$ cat src/rtl/spi_pkt_pkg.sv
`timescale 1ns/1ps
package spi_pkt_pkg;
  typedef enum logic {
    ST_IDLE = 1'b0,
    ST_RUN  = 1'b1
  } spi_state_e;
endpackage

$ cat src/rtl/spi_rst_sync.sv
`timescale 1ns/1ps
// Asserts asynchronously, releases on the second rising edge.
module spi_rst_sync #(
  parameter int STAGES = 2
) (
  input  logic clk,
  input  logic rst_n_in,
  output logic rst_n_out
);
  logic [STAGES-1:0] pipe_q;

  always_ff @(posedge clk or negedge rst_n_in) begin
    if (!rst_n_in) pipe_q <= '0;
    else           pipe_q <= {pipe_q[STAGES-2:0], 1'b1};
  end

  assign rst_n_out = pipe_q[STAGES-1];
endmodule

$ cat src/rtl/spi_miso_retime.sv
`timescale 1ns/1ps
// Samples serial input on the falling edge; held until the next shift edge.
module spi_miso_retime (
  input  logic clk,
  input  logic rst_n,
  input  logic miso,
  output logic miso_q
);
  always_ff @(negedge clk or negedge rst_n) begin
    if (!rst_n) miso_q <= 1'b0;
    else        miso_q <= miso;
  end
endmodule

$ cat src/rtl/spi_bit_counter.sv
`timescale 1ns/1ps
module spi_bit_counter #(
  parameter int WIDTH = 8,
  localparam int CW   = (WIDTH > 2) ? $clog2(WIDTH) : 1
) (
  input  logic clk,
  input  logic rst_n,
  input  logic clear,
  input  logic step,
  output logic last
);
  logic [CW-1:0] cnt_q, cnt_d;
  logic          cnt_en;

  always_comb begin
    cnt_en = clear | step;
    if (clear) cnt_d = '0;
    else       cnt_d = cnt_q + CW'(1);
  end

  always_ff @(posedge clk or negedge rst_n) begin
    if (!rst_n)      cnt_q <= '0;
    else if (cnt_en) cnt_q <= cnt_d;
  end

  assign last = (cnt_q == CW'(WIDTH - 1));
endmodule

$ cat src/rtl/spi_shift_path.sv
`timescale 1ns/1ps
// One register for both directions: a 2:1 mux per flop picks load or shift.
module spi_shift_path #(
  parameter int WIDTH = 8
) (
  input  logic             clk,
  input  logic             rst_n,
  input  logic             load,
  input  logic             shift,
  input  logic [WIDTH-1:0] par_in,
  input  logic             ser_in,
  output logic [WIDTH-1:0] q
);
  logic [WIDTH-1:0] shifted;
  logic [WIDTH-1:0] reg_d;
  logic             reg_en;

  assign reg_en = load | shift;

  genvar i;
  generate
    for (i = 0; i < WIDTH; i++) begin : g_bit
      if (i == 0) begin : g_lsb
        assign shifted[i] = ser_in;
      end else begin : g_up
        assign shifted[i] = q[i-1];
      end
      assign reg_d[i] = load ? par_in[i] : shifted[i];

      always_ff @(posedge clk or negedge rst_n) begin
        if (!rst_n)      q[i] <= 1'b0;
        else if (reg_en) q[i] <= reg_d[i];
      end
    end
  endgenerate
endmodule

$ cat src/rtl/spi_pkt_shifter.sv
`timescale 1ns/1ps
module spi_pkt_shifter #(
  parameter int WIDTH = 8
) (
  input  logic             clk,
  input  logic             rst_n,
  input  logic [WIDTH-1:0] tx_data,
  input  logic             tx_valid,
  output logic             tx_ready,
  output logic [WIDTH-1:0] rx_data,
  output logic             rx_valid,
  output logic [WIDTH-1:0] par_q,
  output logic             sclk_en,
  output logic             mosi,
  input  logic             miso
);
  import spi_pkt_pkg::*;

  logic       rst_sync_n;
  logic       miso_q;
  logic       bit_last;
  logic       running;
  logic       accept;
  logic       finish;
  logic       do_load;
  logic       do_shift;
  spi_state_e state_q, state_d;
  logic [WIDTH-1:0] rx_q, rx_d;
  logic             rx_we;
  logic             rxv_q;

  spi_rst_sync #(.STAGES(2)) u_rst (
    .clk(clk), .rst_n_in(rst_n), .rst_n_out(rst_sync_n)
  );

  spi_miso_retime u_retime (
    .clk(clk), .rst_n(rst_sync_n), .miso(miso), .miso_q(miso_q)
  );

  // Control decode
  always_comb begin
    running  = (state_q == ST_RUN);
    tx_ready = rst_sync_n & (~running | bit_last);
    accept   = tx_valid & tx_ready;
    finish   = running & bit_last;
    do_load  = accept;
    do_shift = running & ~accept;
    state_d  = state_q;
    if (accept)      state_d = ST_RUN;
    else if (finish) state_d = ST_IDLE;
  end

  spi_bit_counter #(.WIDTH(WIDTH)) u_cnt (
    .clk(clk), .rst_n(rst_sync_n),
    .clear(accept | finish), .step(running), .last(bit_last)
  );

  spi_shift_path #(.WIDTH(WIDTH)) u_sr (
    .clk(clk), .rst_n(rst_sync_n),
    .load(do_load), .shift(do_shift),
    .par_in(tx_data), .ser_in(miso_q), .q(par_q)
  );

  // Receive capture takes the value the final shift produces
  always_comb begin
    rx_we = finish;
    rx_d  = {par_q[WIDTH-2:0], miso_q};
  end

  always_ff @(posedge clk or negedge rst_sync_n) begin
    if (!rst_sync_n) begin
      state_q <= ST_IDLE;
      rxv_q   <= 1'b0;
    end else begin
      state_q <= state_d;
      rxv_q   <= rx_we;
    end
  end

  always_ff @(posedge clk or negedge rst_sync_n) begin
    if (!rst_sync_n) rx_q <= '0;
    else if (rx_we)  rx_q <= rx_d;
  end

  assign rx_data  = rx_q;
  assign rx_valid = rxv_q;
  assign sclk_en  = running;
  assign mosi     = running & par_q[WIDTH-1];
endmodule

$ cat config.mk
export PLATFORM = sky130hd
export DESIGN_NAME = spi_pkt_shifter
export DESIGN_NICKNAME = d
export VERILOG_FILES = /design/src/rtl/spi_pkt_pkg.sv /design/src/rtl/spi_rst_sync.sv /design/src/rtl/spi_miso_retime.sv /design/src/rtl/spi_bit_counter.sv /design/src/rtl/spi_shift_path.sv /design/src/rtl/spi_pkt_shifter.sv
export SDC_FILE = /design/constraint.sdc
export NUM_CORES = 1
export LEC_CHECK = 0
export BUFFER_PORTS_ARGS = -buffer_cell sky130_fd_sc_hd__buf_2
export CORE_MARGIN = 5
export CORE_UTILIZATION = 50
export DETAILED_ROUTE_END_ITERATION = 7
export PLACE_DENSITY_LB_ADDON = 0.1
export SLEW_MARGIN = 10
export SYNTH_ARGS = -nofsm -noshare
export SYNTH_HDL_FRONTEND = slang
export SYNTH_HIERARCHICAL = 1
export SYNTH_SLANG_ARGS = --single-unit
$ cat constraint.sdc
create_clock -name clk -period 2.26 [get_ports clk]
set_input_delay 0.339 -clock clk [delete_from_list [all_inputs] [get_ports clk]]
set_output_delay 0.339 -clock clk [all_outputs]
set_load 0.01 [all_outputs]
== Word-level counts from Yosys, hierarchy flattened ==
Cells that the tools add are included.

* Reductions and logical operators: 1
* Equality and inequality tests: 1
* $add $sub $neg: 1
* Multiplexer cells: 11
* Bitwise logic cells: 11

{| class="wikitable"
|+ Operators with widths
! kind !! number
|-
| 1-bit two-way mux || 10
|-
| 1-bit bitwise AND || 5
|-
| 1-bit bitwise OR || 4
|-
| 3-bit by 1-bit adder with 3-bit output (second input constant) || 1
|-
| 3-bit == test (second input constant) || 1
|-
| 3-bit two-way mux || 1
|-
| 1-bit inverter || 2
|-
| 2-bit nonzero test || 1
|}

* Bits in registers: 24
* Logic and storage cells: 39

== Depth between registers and ports, before layout ==
Gate-level depths: netlist of run 1.

* Word-level depth: 7
* Gate-level depth with buffers: 7
* Depth with buffers taken out: 6

== By module ==
The synthesis of run 1 kept the hierarchy.

{| class="wikitable"
|+ By module, submodules not included
! module !! area each (um^2) !! seq. area each (um^2) !! cells each !! instances
|-
| spi_pkt_shifter || 404.1 || 250.2 || 29 || 1
|-
| spi_shift_path || 372.9 || 200.2 || 34 || 1
|-
| spi_bit_counter || 140.1 || 75.1 || 11 || 1
|-
| spi_rst_sync || 53.8 || 50.0 || 3 || 1
|-
| spi_miso_retime || 25.0 || 25.0 || 1 || 1
|}

==> impl_metrics.json, run 1 <==
{
  "ys_seq_area_share_pct": 60.3,
  "start_util_pct": 51.8,
  "netlist_area_um2": 996,
  "placed_cell_area_um2": 1180,
  "syn_inst": 78,
  "routed_wl_um": 1810,
  "cts-root-buf": "clkbuf_4",
  "fin_tns_setup_ns": 0,
  "die_w_um": 54.6,
  "drcViolationCount": 0,
  "syn_avg_cell_area_um2": 12.8,
  "hold_viol": 0,
  "maxCapViolations": 0,
  "drt.antenna.violating_nets": 0,
  "grt_max_degree": 24,
  "fmax_ghz": 0.507,
  "synth_top_area_share_pct": 57.8,
  "numCtsBuffers": 3,
  "htreeDepth": 1,
  "cts.sinks": 24,
  "ys_top_cells_by_area": "dfrtp_1 58%, mux2i_1 10%, mux2_2 9.0%, o21ai_1 4.0%, nand2_1 3.8%",
  "p_leak_uw": 0.000653,
  "synth_fp_nets": 92,
  "nFillCells": 167,
  "final_util_pct": 63.8,
  "use_met2_pct": 21.9,
  "worstPathArrival_ns": 1.63,
  "port-buffer-count": 31,
  "ys_warn_count": 6,
  "maxSlewHeadroom_pct": 62.0,
  "grt-ovfl-total": 0,
  "hp-class": "register to asynchronous set/reset pin",
  "track_usage_pct": 14.4,
  "rows": 16,
  "grt.met1_usage_pct": 19.3,
  "slowest_delay_ns": 0.41,
  "antenna_found_initial": 0,
  "place_congestion": 0.716,
  "vias": 690,
  "crit_chain": "ha_1 > ha_1 > nand2b_1 > and2_1 > buf_2",
  "grt_pass1_wl_um": 3000,
  "drive_above_1_share_pct": 42.1,
  "worst_slew_pin_slew_ns": 0.567,
  "synth_edf_count": 0,
  "start_kind": "register",
  "finalClockSkew_ns": 0.00580,
  "clock_latency_ns": 0.30,
  "path_clk_slew_ns": 0.12,
  "ys_ff_latch": 24,
  "crit_path_max_fanout": 3,
  "syn_to_final_growth_pct": 23.1,
  "boundaryPins": 32,
  "detail_route.wl_per_cell_um": 12.8,
  "drt_first_pass_iters": 2,
  "slew_viol_final": 0,
  "nNetsFinal": 129,
  "status": "completed",
  "grt_pass1_vias": 692,
  "vdd_drop_max_v": 0.000675,
  "die-height_um": 54.6,
  "yosysMostFrequentCell": "dfrtp_1",
  "crit_type": "register to primary output",
  "grt.busiest_layer": "met2",
  "core_um2": 1920,
  "finalCritPeriodShare_pct": 87.3,
  "dieArea_um2": 2980,
  "endpoint_kind": "primary output",
  "num_antenna_cells": 0,
  "stdcell_area_um2": 1230,
  "p_per_area_nw_per_um2": 1400,
  "dp_hpwl_um": 1340,
  "ys_top_cells_by_count": "23 x dfrtp_1, 10 x mux2i_1, 10 x nand2_1",
  "ctsLongestPathBuffers": 2,
  "dp_slack_ns": 0.253,
  "critPathRequiredTime_ns": 1.92,
  "cts_tree": "built",
  "synth_top_area_cell": "dfrtp_1",
  "rsz0062_at_grt": "false",
  "crit_slowest_cell": "dfrtp_1",
  "path_common_cell": "ha_1",
  "global_route.usage.met3_pct": 2.72,
  "layout_setup_ws_ns": 0.287,
  "finalSetupViolCount": 0,
  "synth.distinct_cells": 19,
  "post_cts_buffers": 0,
  "finalCriticalPeriod_ns": 1.97,
  "dr.first_iter.drc_count": 5,
  "synth_top_flop_cell": "dfrtp_1",
  "via_per_inst": 4.89,
  "ys_async_sr_fraction_pct": 100,
  "rrSetupSlack_ns": 0.41
}
cell type report:
cell class	instances	area, µm²	area share (%)
flip-flops and latches	24	601	49.0
repair buffers	34	180	14.7
well taps	27	33.8	2.76
clock buffers	4	36.3	2.96
multi-input cells	50	368	30.0
inverters	2	7.51	0.612
cell families after synthesis:
group	synth area share, %
buf+inv	3.02
other cells	0.377
xor+xnor	0.880
fa+ha+maj	2.51
compound gates	5.15
flops	60.3
simple gates	8.67
mux	19.1
metal layers:
layer / vias to the layer above / wire length [µm]
li1: 333 / -
met1: 335 / 831
met2: 20 / 843
met3: 2 / 123
met4: 0 / 12
met5: - / 0
cells in the final DEF, fill, tap and decap left out:
cell	instances
mux2_2	8
dfrtp_1	23
xnor2_1	1
conb_1	1
a31oi_1	1
buf_2	31
and2_1	1
dlygate4sd3_1	1
clkbuf_4	3
ha_1	2
and2_2	1
o21ai_0	1
mux2i_1	10
o21ai_1	8
nand2b_1	1
nand2_1	10
nand2_4	1
buf_4	2
nor2_1	3
inv_1	2
clkbuf_8	1
dfrtn_1	1
nor2b_2	1
power by group:
group / switching (µW) / internal (µW) / total [µW]
Clock: 120 / 98.3 / 219
Sequential: 141 / 621 / 762
Combinational: 356 / 375 / 731
Total: 618 / 1090 / 1710
worst paths after layout:
path / startpoint / cells past startpoint / end
max: u_cnt/cnt_q[0]$_DFFE_PN0P_ / 5 / tx_ready
min: u_rst/pipe_q[1]$_DFF_PN0_ / 0 / rx_data[1]$_DFFE_PN0P_
max reg2reg: u_retime/miso_q$_DFF_NN0_ / 1 / rx_data[0]$_DFFE_PN0P_
min reg2reg: u_rst/pipe_q[1]$_DFF_PN0_ / 0 / rx_data[1]$_DFFE_PN0P_
max in group asynchronous: u_rst/pipe_q[1]$_DFF_PN0_ / 1 / u_retime/miso_q$_DFF_NN0_
min in group clk: tx_data[2] / 3 / u_sr/q[2]$_DFFE_PN0P_
registers in the layout (all words and copies together), names as in the netlist:
signal and count:
rx_valid 1, u_rst/pipe_q 2, u_sr/q 8, u_retime/miso_q 1
sclk_en 1, u_cnt/cnt_q 3, rx_data 8
critical path, delay by kind of cell (launching register included):
kind	cells	cell delay (ns)
adder cells (fa/ha/maj)	2	0.44
AND/OR/NAND/NOR	2	0.35
flip-flops	1	0.41
buffers and inverters	1	0.13
what timing repair did:
action / in CTS / in global routing
setup endpoints to repair: 0 / 5
gates resized for setup: 0 / 1
hold buffers: 1 / 0
hold endpoints to repair: 2 / 0
per-stage QoR:
step / hold slack [ns] / cells / total power (µW)
floorplan: 0.0434 / 78 / 1250
global placement: 0.0330 / 136 / 1480
detailed placement: 0.0400 / 136 / 1520
CTS: 0.0526 / 141 / 1740
global route: 0.0729 / 141 / 1860
finish: 0.0509 / 141 / 1710
(Power assumes the default switching activity.)
==> run 2: changes to the inputs <==
--- a/config.mk
+++ b/config.mk
@@ -5,10 +5,10 @@
 export SDC_FILE = /design/constraint.sdc
 export NUM_CORES = 1
 export LEC_CHECK = 0
-export BUFFER_PORTS_ARGS = -buffer_cell sky130_fd_sc_hd__buf_2
 export CORE_MARGIN = 5
 export CORE_UTILIZATION = 50
 export DETAILED_ROUTE_END_ITERATION = 7
+export DONT_BUFFER_PORTS = 1
 export PLACE_DENSITY_LB_ADDON = 0.1
 export SLEW_MARGIN = 10
 export SYNTH_ARGS = -nofsm -noshare
==> run 2 against run 1 <==
Clock power down 2%. Highest routed layer unchanged. Final cell count down 21%. First-iteration DRC count unchanged. Sequential cell count unchanged. Count of clock-buffer cells in the layout unchanged. Non-clock buffer count down 30. Global-route usage down 1.2 points. Final area down 12%. Clock skew up 0.0028 ns. Critical endpoint is now u_sr/q[2]$_DFFE_PN0P_. Setup slack better by 0.025 ns. Core utilization down 7.8 points. Maximum frequency up 1.3%.
==> impl_metrics.json, run 2 (synthesis results as in run 1) <==
{
  "layout_commonest_cell": "dfrtp_1",
  "core_um2": 1920,
  "die_w_um": 54.6,
  "cts_tree": "built",
  "path_common_cell": "ha_1",
  "hold_viol": 0,
  "startpoint": "u_cnt/cnt_q[0]$_DFFE_PN0P_",
  "seq_power_share_pct": 54.0,
  "cts_resized": 0,
  "start_kind": "register",
  "syn_to_final_growth_pct": 8.04,
  "post_cts_buffers": 0,
  "drt.antenna.violating_nets": 0,
  "finalCriticalPeriod_ns": 1.95,
  "htreeDepth": 1,
  "fmax_ghz": 0.513,
  "path_clk_slew_ns": 0.12,
  "via_per_inst": 5.00,
  "track_usage_pct": 13.1,
  "dp_slack_ns": 0.288,
  "critPathRequiredTime_ns": 2.42,
  "drcViolationCount": 0,
  "rows": 16,
  "endpoint_kind": "register",
  "rsz0062_at_grt": "false",
  "vias": 555,
  "finalClockSkew_ns": 0.00864,
  "fin_tns_setup_ns": 0,
  "grt-ovfl-total": 0,
  "grt_max_degree": 25,
  "drive_above_1_share_pct": 20.2,
  "num_antenna_cells": 0,
  "nNetsFinal": 99,
  "p_int_uw": 984,
  "maxCapViolations": 0,
  "boundaryPins": 32,
  "min_from": "tx_data[6]",
  "p_leak_uw": 0.000531,
  "grt_pass1_wl_um": 2740,
  "crit_path_max_fanout": 16,
  "crit_slowest_cell": "nor2b_1",
  "dieArea_um2": 2980,
  "final_util_pct": 56.0,
  "power_uw": 1560,
  "netSwitchingPower_uw": 578,
  "worst_slew_pin_slew_ns": 0.888,
  "crit_chain": "ha_1 > ha_1 > nand2b_1 > nor2b_1 > o21ai_1",
  "cts-root-buf": "clkbuf_4",
  "instances_no_fill": 111,
  "routed_wl_um": 1700,
  "worstPathArrival_ns": 2.10,
  "hp-class": "input pin to register",
  "dr.first_iter.drc_count": 5,
  "rrSetupSlack_ns": 0.31,
  "drt_first_pass_iters": 4,
  "place_congestion": 0.639,
  "slew_viol_final": 0,
  "vdd_drop_max_v": 0.000726,
  "crit_family": "simple AND/OR/NAND/NOR gates",
  "finalCritPeriodShare_pct": 86.2,
  "place_inst": 106,
  "p_per_area_nw_per_um2": 1450,
  "layout_common_cells": "23 x dfrtp_1, 10 x nand2_1, 10 x mux2i_1, 8 x mux2_2, 8 x o21ai_1",
  "worst-path-buf-inv": 0,
  "clock_latency_ns": 0.30,
  "slowest_delay_ns": 0.72,
  "crit_type": "register to register",
  "cts.sinks": 24,
  "nFillCells": 178,
  "ctsLongestPathBuffers": 2,
  "detail_route.wl_per_cell_um": 15.3,
  "combPwrFrac_pct": 32.3,
  "clkPwrFrac_pct": 13.7,
  "start_util_pct": 51.8,
  "numCtsBuffers": 3,
  "antenna_found_initial": 0,
  "finalSetupViolCount": 0,
  "status": "completed",
  "p_sw_share_pct": 37.0,
  "port-buffer-count": 0,
  "layout_setup_ws_ns": 0.312,
  "die-height_um": 54.6,
  "rr_startpoint": "u_cnt/cnt_q[0]$_DFFE_PN0P_",
  "dp_hpwl_um": 1240,
  "maxSlewHeadroom_pct": 40.7,
  "grt_pass1_vias": 602
}
run 2: changes by cell type in the layout (fill, tap and decap cells not counted), sizes merged:
| cell | previous run | this run |
|---|---|---|
| buf | 33 | 3 |
run 2: final timing paths:
path,depth (start not counted),endpoint
setup reg to reg,5,u_sr/q[2]$_DFFE_PN0P_
hold / removal,2,u_sr/q[6]$_DFFE_PN0P_
hold reg to reg,1,u_sr/q[1]$_DFFE_PN0P_
setup / recovery,5,u_sr/q[2]$_DFFE_PN0P_
max in group asynchronous,1,u_retime/miso_q$_DFF_NN0_
min in group asynchronous,1,u_rst/pipe_q[0]$_DFF_PN0_
run 2: what timing repair did:
action                                 CTS  global route
endpoints found under the hold margin    2             0
setup endpoints to repair                0             0
hold buffers                             1             0
run 2: power groups by stage:
| stage | clock, µW | sequential (µW) | combinational (µW) |
|---|---|---|---|
| after global placement | 0 | 857 | 491 |
| after global routing | 242 | 882 | 576 |
| after CTS | 232 | 851 | 515 |
| after floorplan | 0 | 835 | 416 |
| after detailed placement | 0 | 861 | 511 |
| final | 214 | 844 | 505 |
run 2: metrics by stage:
step           hold slack (ns)  instance area (µm²)
2_1_floorplan           0.0434                  996
3_3_place_gp            0.0435                 1030
3_5_place_dp            0.0435                 1030
4_1_cts                  0.135                 1080
5_1_grt                  0.134                 1080
6_report                 0.152                 1080
run 2: final cells by class:
type	count	area, µm²	share of cell area [%]
inverters	2	7.51	0.698
well taps	27	33.8	3.14
flip-flops and latches	24	601	55.8
multi-input cells	50	365	34.0
repair buffers	4	32.5	3.02
clock buffers	4	36.3	3.37
run 2: layer usage:
metal	GRT usage (%)	wire length (µm)
met5	0	0
met4	4.98	13
met3	4.90	155
met2	19.3	763
met1	17.4	770
run 2: worst register-to-register path, delay by kind of cell (launching register included):
kind | cells | cell delay, ns
simple gates | 2 | 0.88
compound gates | 1 | 0.17
flops | 1 | 0.38
fa+ha+maj | 2 | 0.37
==> run 3: changes to the inputs <==
--- a/config.mk
+++ b/config.mk
@@ -13,5 +13,4 @@
 export SLEW_MARGIN = 10
 export SYNTH_ARGS = -nofsm -noshare
 export SYNTH_HDL_FRONTEND = slang
-export SYNTH_HIERARCHICAL = 1
 export SYNTH_SLANG_ARGS = --single-unit
==> run 3 against run 2 <==
Core utilization up 0.45 points. Count of clock-buffer cells in the layout unchanged. Sequential cell count unchanged. Critical path depth down 3. Critical path type unchanged. Largest cell class unchanged. Largest power group unchanged.
==> impl_metrics.json, run 3 <==
{
  "htreeDepth": 1,
  "synth_compound_area_share_pct": 0.960,
  "dr.max_layer_used": "met4",
  "netSwitchingPower_uw": 569,
  "p_sw_share_pct": 34.6,
  "final_util_pct": 56.4,
  "die-height_um": 55.7,
  "worstPathArrival_ns": 2.29,
  "synthAdderAreaFrac_pct": 2.40,
  "grt_max_degree": 17,
  "synthMuxAreaShare_pct": 26.7,
  "endpoint_kind": "register",
  "grt_pass1_vias": 574,
  "layout_common_cells": "23 x dfrtp_1, 21 x mux2_2, 6 x nand2_1, 4 x buf_4",
  "clkPwrFrac_pct": 13.3,
  "synth_fp_nets": 86,
  "p_leak_uw": 0.000509,
  "drcViolationCount": 0,
  "slew_viol_final": 0,
  "grt-ovfl-total": 0,
  "vdd_drop_max_v": 0.000705,
  "vias": 531,
  "rsz0062_at_grt": "false",
  "antenna_found_initial": 0,
  "ys_async_sr_fraction_pct": 100,
  "routed_wl_um": 1680,
  "cts-root-buf": "clkbuf_4",
  "dr_wl_met3_um": 128,
  "via_per_inst": 5.06,
  "port-buffer-count": 0,
  "ys_warn_count": 0,
  "track_usage_pct": 11.9,
  "finalSetupViolCount": 0,
  "syn_inst": 72,
  "power_uw": 1650,
  "boundaryPins": 32,
  "synth_top_area_cell": "dfrtp_1",
  "hold_viol": 0,
  "ys_top_cells_by_count": "23 x dfrtp_1, 21 x mux2_2, 6 x nand2_1",
  "finalClockSkew_ns": 0.00503,
  "drive_above_1_share_pct": 42.3,
  "synth_edf_count": 0,
  "synth_simple_gate_area_share_pct": 8.40,
  "start_util_pct": 52.6,
  "place_congestion": 0.623,
  "crit_slowest_cell": "dfrtn_1",
  "dieArea_um2": 3100,
  "syn_avg_cell_area_um2": 14.5,
  "slowest_delay_ns": 0.35,
  "wl_met1_um": 706,
  "numCtsBuffers": 3,
  "crit_chain": "mux2_2 > mux2_2",
  "drt_first_pass_iters": 3,
  "nNetsFinal": 93,
  "status": "completed",
  "worst-path-buf-inv": 0,
  "dp_slack_ns": 0.182,
  "clock_latency_ns": 0.30,
  "grt_pass1_wl_um": 2910,
  "netlist_area_um2": 1040,
  "critPathRequiredTime_ns": 2.47,
  "num_antenna_cells": 0,
  "path_clk_slew_ns": 0.12,
  "core_um2": 1980,
  "dp_hpwl_um": 1250,
  "ctsLongestPathBuffers": 2,
  "synth.distinct_cells": 17,
  "syn_to_final_growth_pct": 7.32,
  "cts.sinks": 24,
  "start_kind": "register",
  "ys_seq_area_share_pct": 57.6,
  "rows": 16,
  "crit_family": "multiplexers",
  "p_int_uw": 1080,
  "ys_ff_latch": 24,
  "crit_type": "register to register",
  "detail_route.wl_per_cell_um": 16.0,
  "whs_ns": 0.156,
  "die_w_um": 55.7,
  "nFillCells": 174,
  "drt.antenna.violating_nets": 0,
  "p_per_area_nw_per_um2": 1470,
  "combPwrFrac_pct": 34.5,
  "synth_top_family_by_area": "multiplexers",
  "layout_commonest_cell": "dfrtp_1",
  "maxCapViolations": 0,
  "hp-class": "input pin to register",
  "yosysMostFrequentCell": "dfrtp_1",
  "dr.first_iter.drc_count": 3,
  "layout_setup_ws_ns": 0.178,
  "route.met2.wl_um": 826,
  "path_common_cell": "mux2_2",
  "crit_path_max_fanout": 2,
  "ys_top_cells_by_area": "dfrtp_1 55%, mux2_2 23%, buf_6 3.2%, mux2_4 2.9%, dfrtn_1 2.4%",
  "cts_tree": "built",
  "synth-xor-area-share_pct": 0,
  "synth_top_flop_cell": "dfrtp_1",
  "seq_power_share_pct": 52.1,
  "synth_top_area_share_pct": 55.2,
  "fin_tns_setup_ns": 0,
  "post_cts_buffers": 0
}
run 3: cell count changes after synthesis, moves of 2 or more:
cell,previous run,this run
mux2_2,8,21
mux2i_1,10,0
o21ai_1,8,0
nand2_1,10,6
nand3b_1,0,3
mux2_4,0,2
nor2_1,3,1
run 3: worst paths after layout:
check / startpoint / to / slack, ns / cells past startpoint
max: u_retime.miso_q$_DFF_NN0_ / u_sr.q[0]$_DFFE_PN0P_ / 0.18 / 2
min: tx_data[2] / u_sr.q[2]$_DFFE_PN0P_ / 0.16 / 1
max reg2reg: u_retime.miso_q$_DFF_NN0_ / u_sr.q[0]$_DFFE_PN0P_ / 0.18 / 2
min reg2reg: u_rst.pipe_q[1]$_DFF_PN0_ / u_sr.q[0]$_DFFE_PN0P_ / 0.18 / 1
max in group asynchronous: u_rst.pipe_q[1]$_DFF_PN0_ / u_retime.miso_q$_DFF_NN0_ / 0.89 / 1
min in group asynchronous: u_rst.pipe_q[1]$_DFF_PN0_ / u_sr.q[0]$_DFFE_PN0P_ / 0.18 / 1
run 3: power by group through the flow:
stage	Sequential, µW	Clock, µW	Combinational (µW)
6_report	858	219	568
3_3_place_gp	869	0	556
2_1_floorplan	822	0	536
5_1_grt	891	254	634
3_5_place_dp	880	0	573
4_1_cts	869	227	578
run 3: metrics by stage:
| stage | instance area, µm² | instances |
|---|---|---|
| after global placement | 1070 | 100 |
| after CTS | 1120 | 105 |
| after global routing | 1120 | 105 |
| after detailed placement | 1070 | 100 |
| final | 1120 | 105 |
| after floorplan | 1040 | 72 |
run 3: kinds of logic (layout without fill, tap and decap cells):
group	after synthesis	in the layout
DFF	24	24
AOI/OAI and AO/OA	2	2
and+or+nand+nor	15	15
buffers and inverters	4	10
other	1	1
adders and majority gates	2	2
muxes	24	24
run 3: cell type report:
class	instances	area, µm²	area share (%)
inverters	1	3.75	0.336
repair buffers	5	40.0	3.58
flip-flops and latches	24	601	53.7
well taps	27	33.8	3.02
multi-input cells	44	404	36.1
clock buffers	4	36.3	3.24
run 3: metal layers:
layer  up-vias  track usage [%]
met2        16             18.8
met4         0             4.17
met1       258             14.1
met3         2             5.57
met5         -                0
li1        255                -
run 3: what timing repair did:
action	CTS	global route
hold endpoints to repair	2	0
hold buffers	1	0
resized for setup	0	0
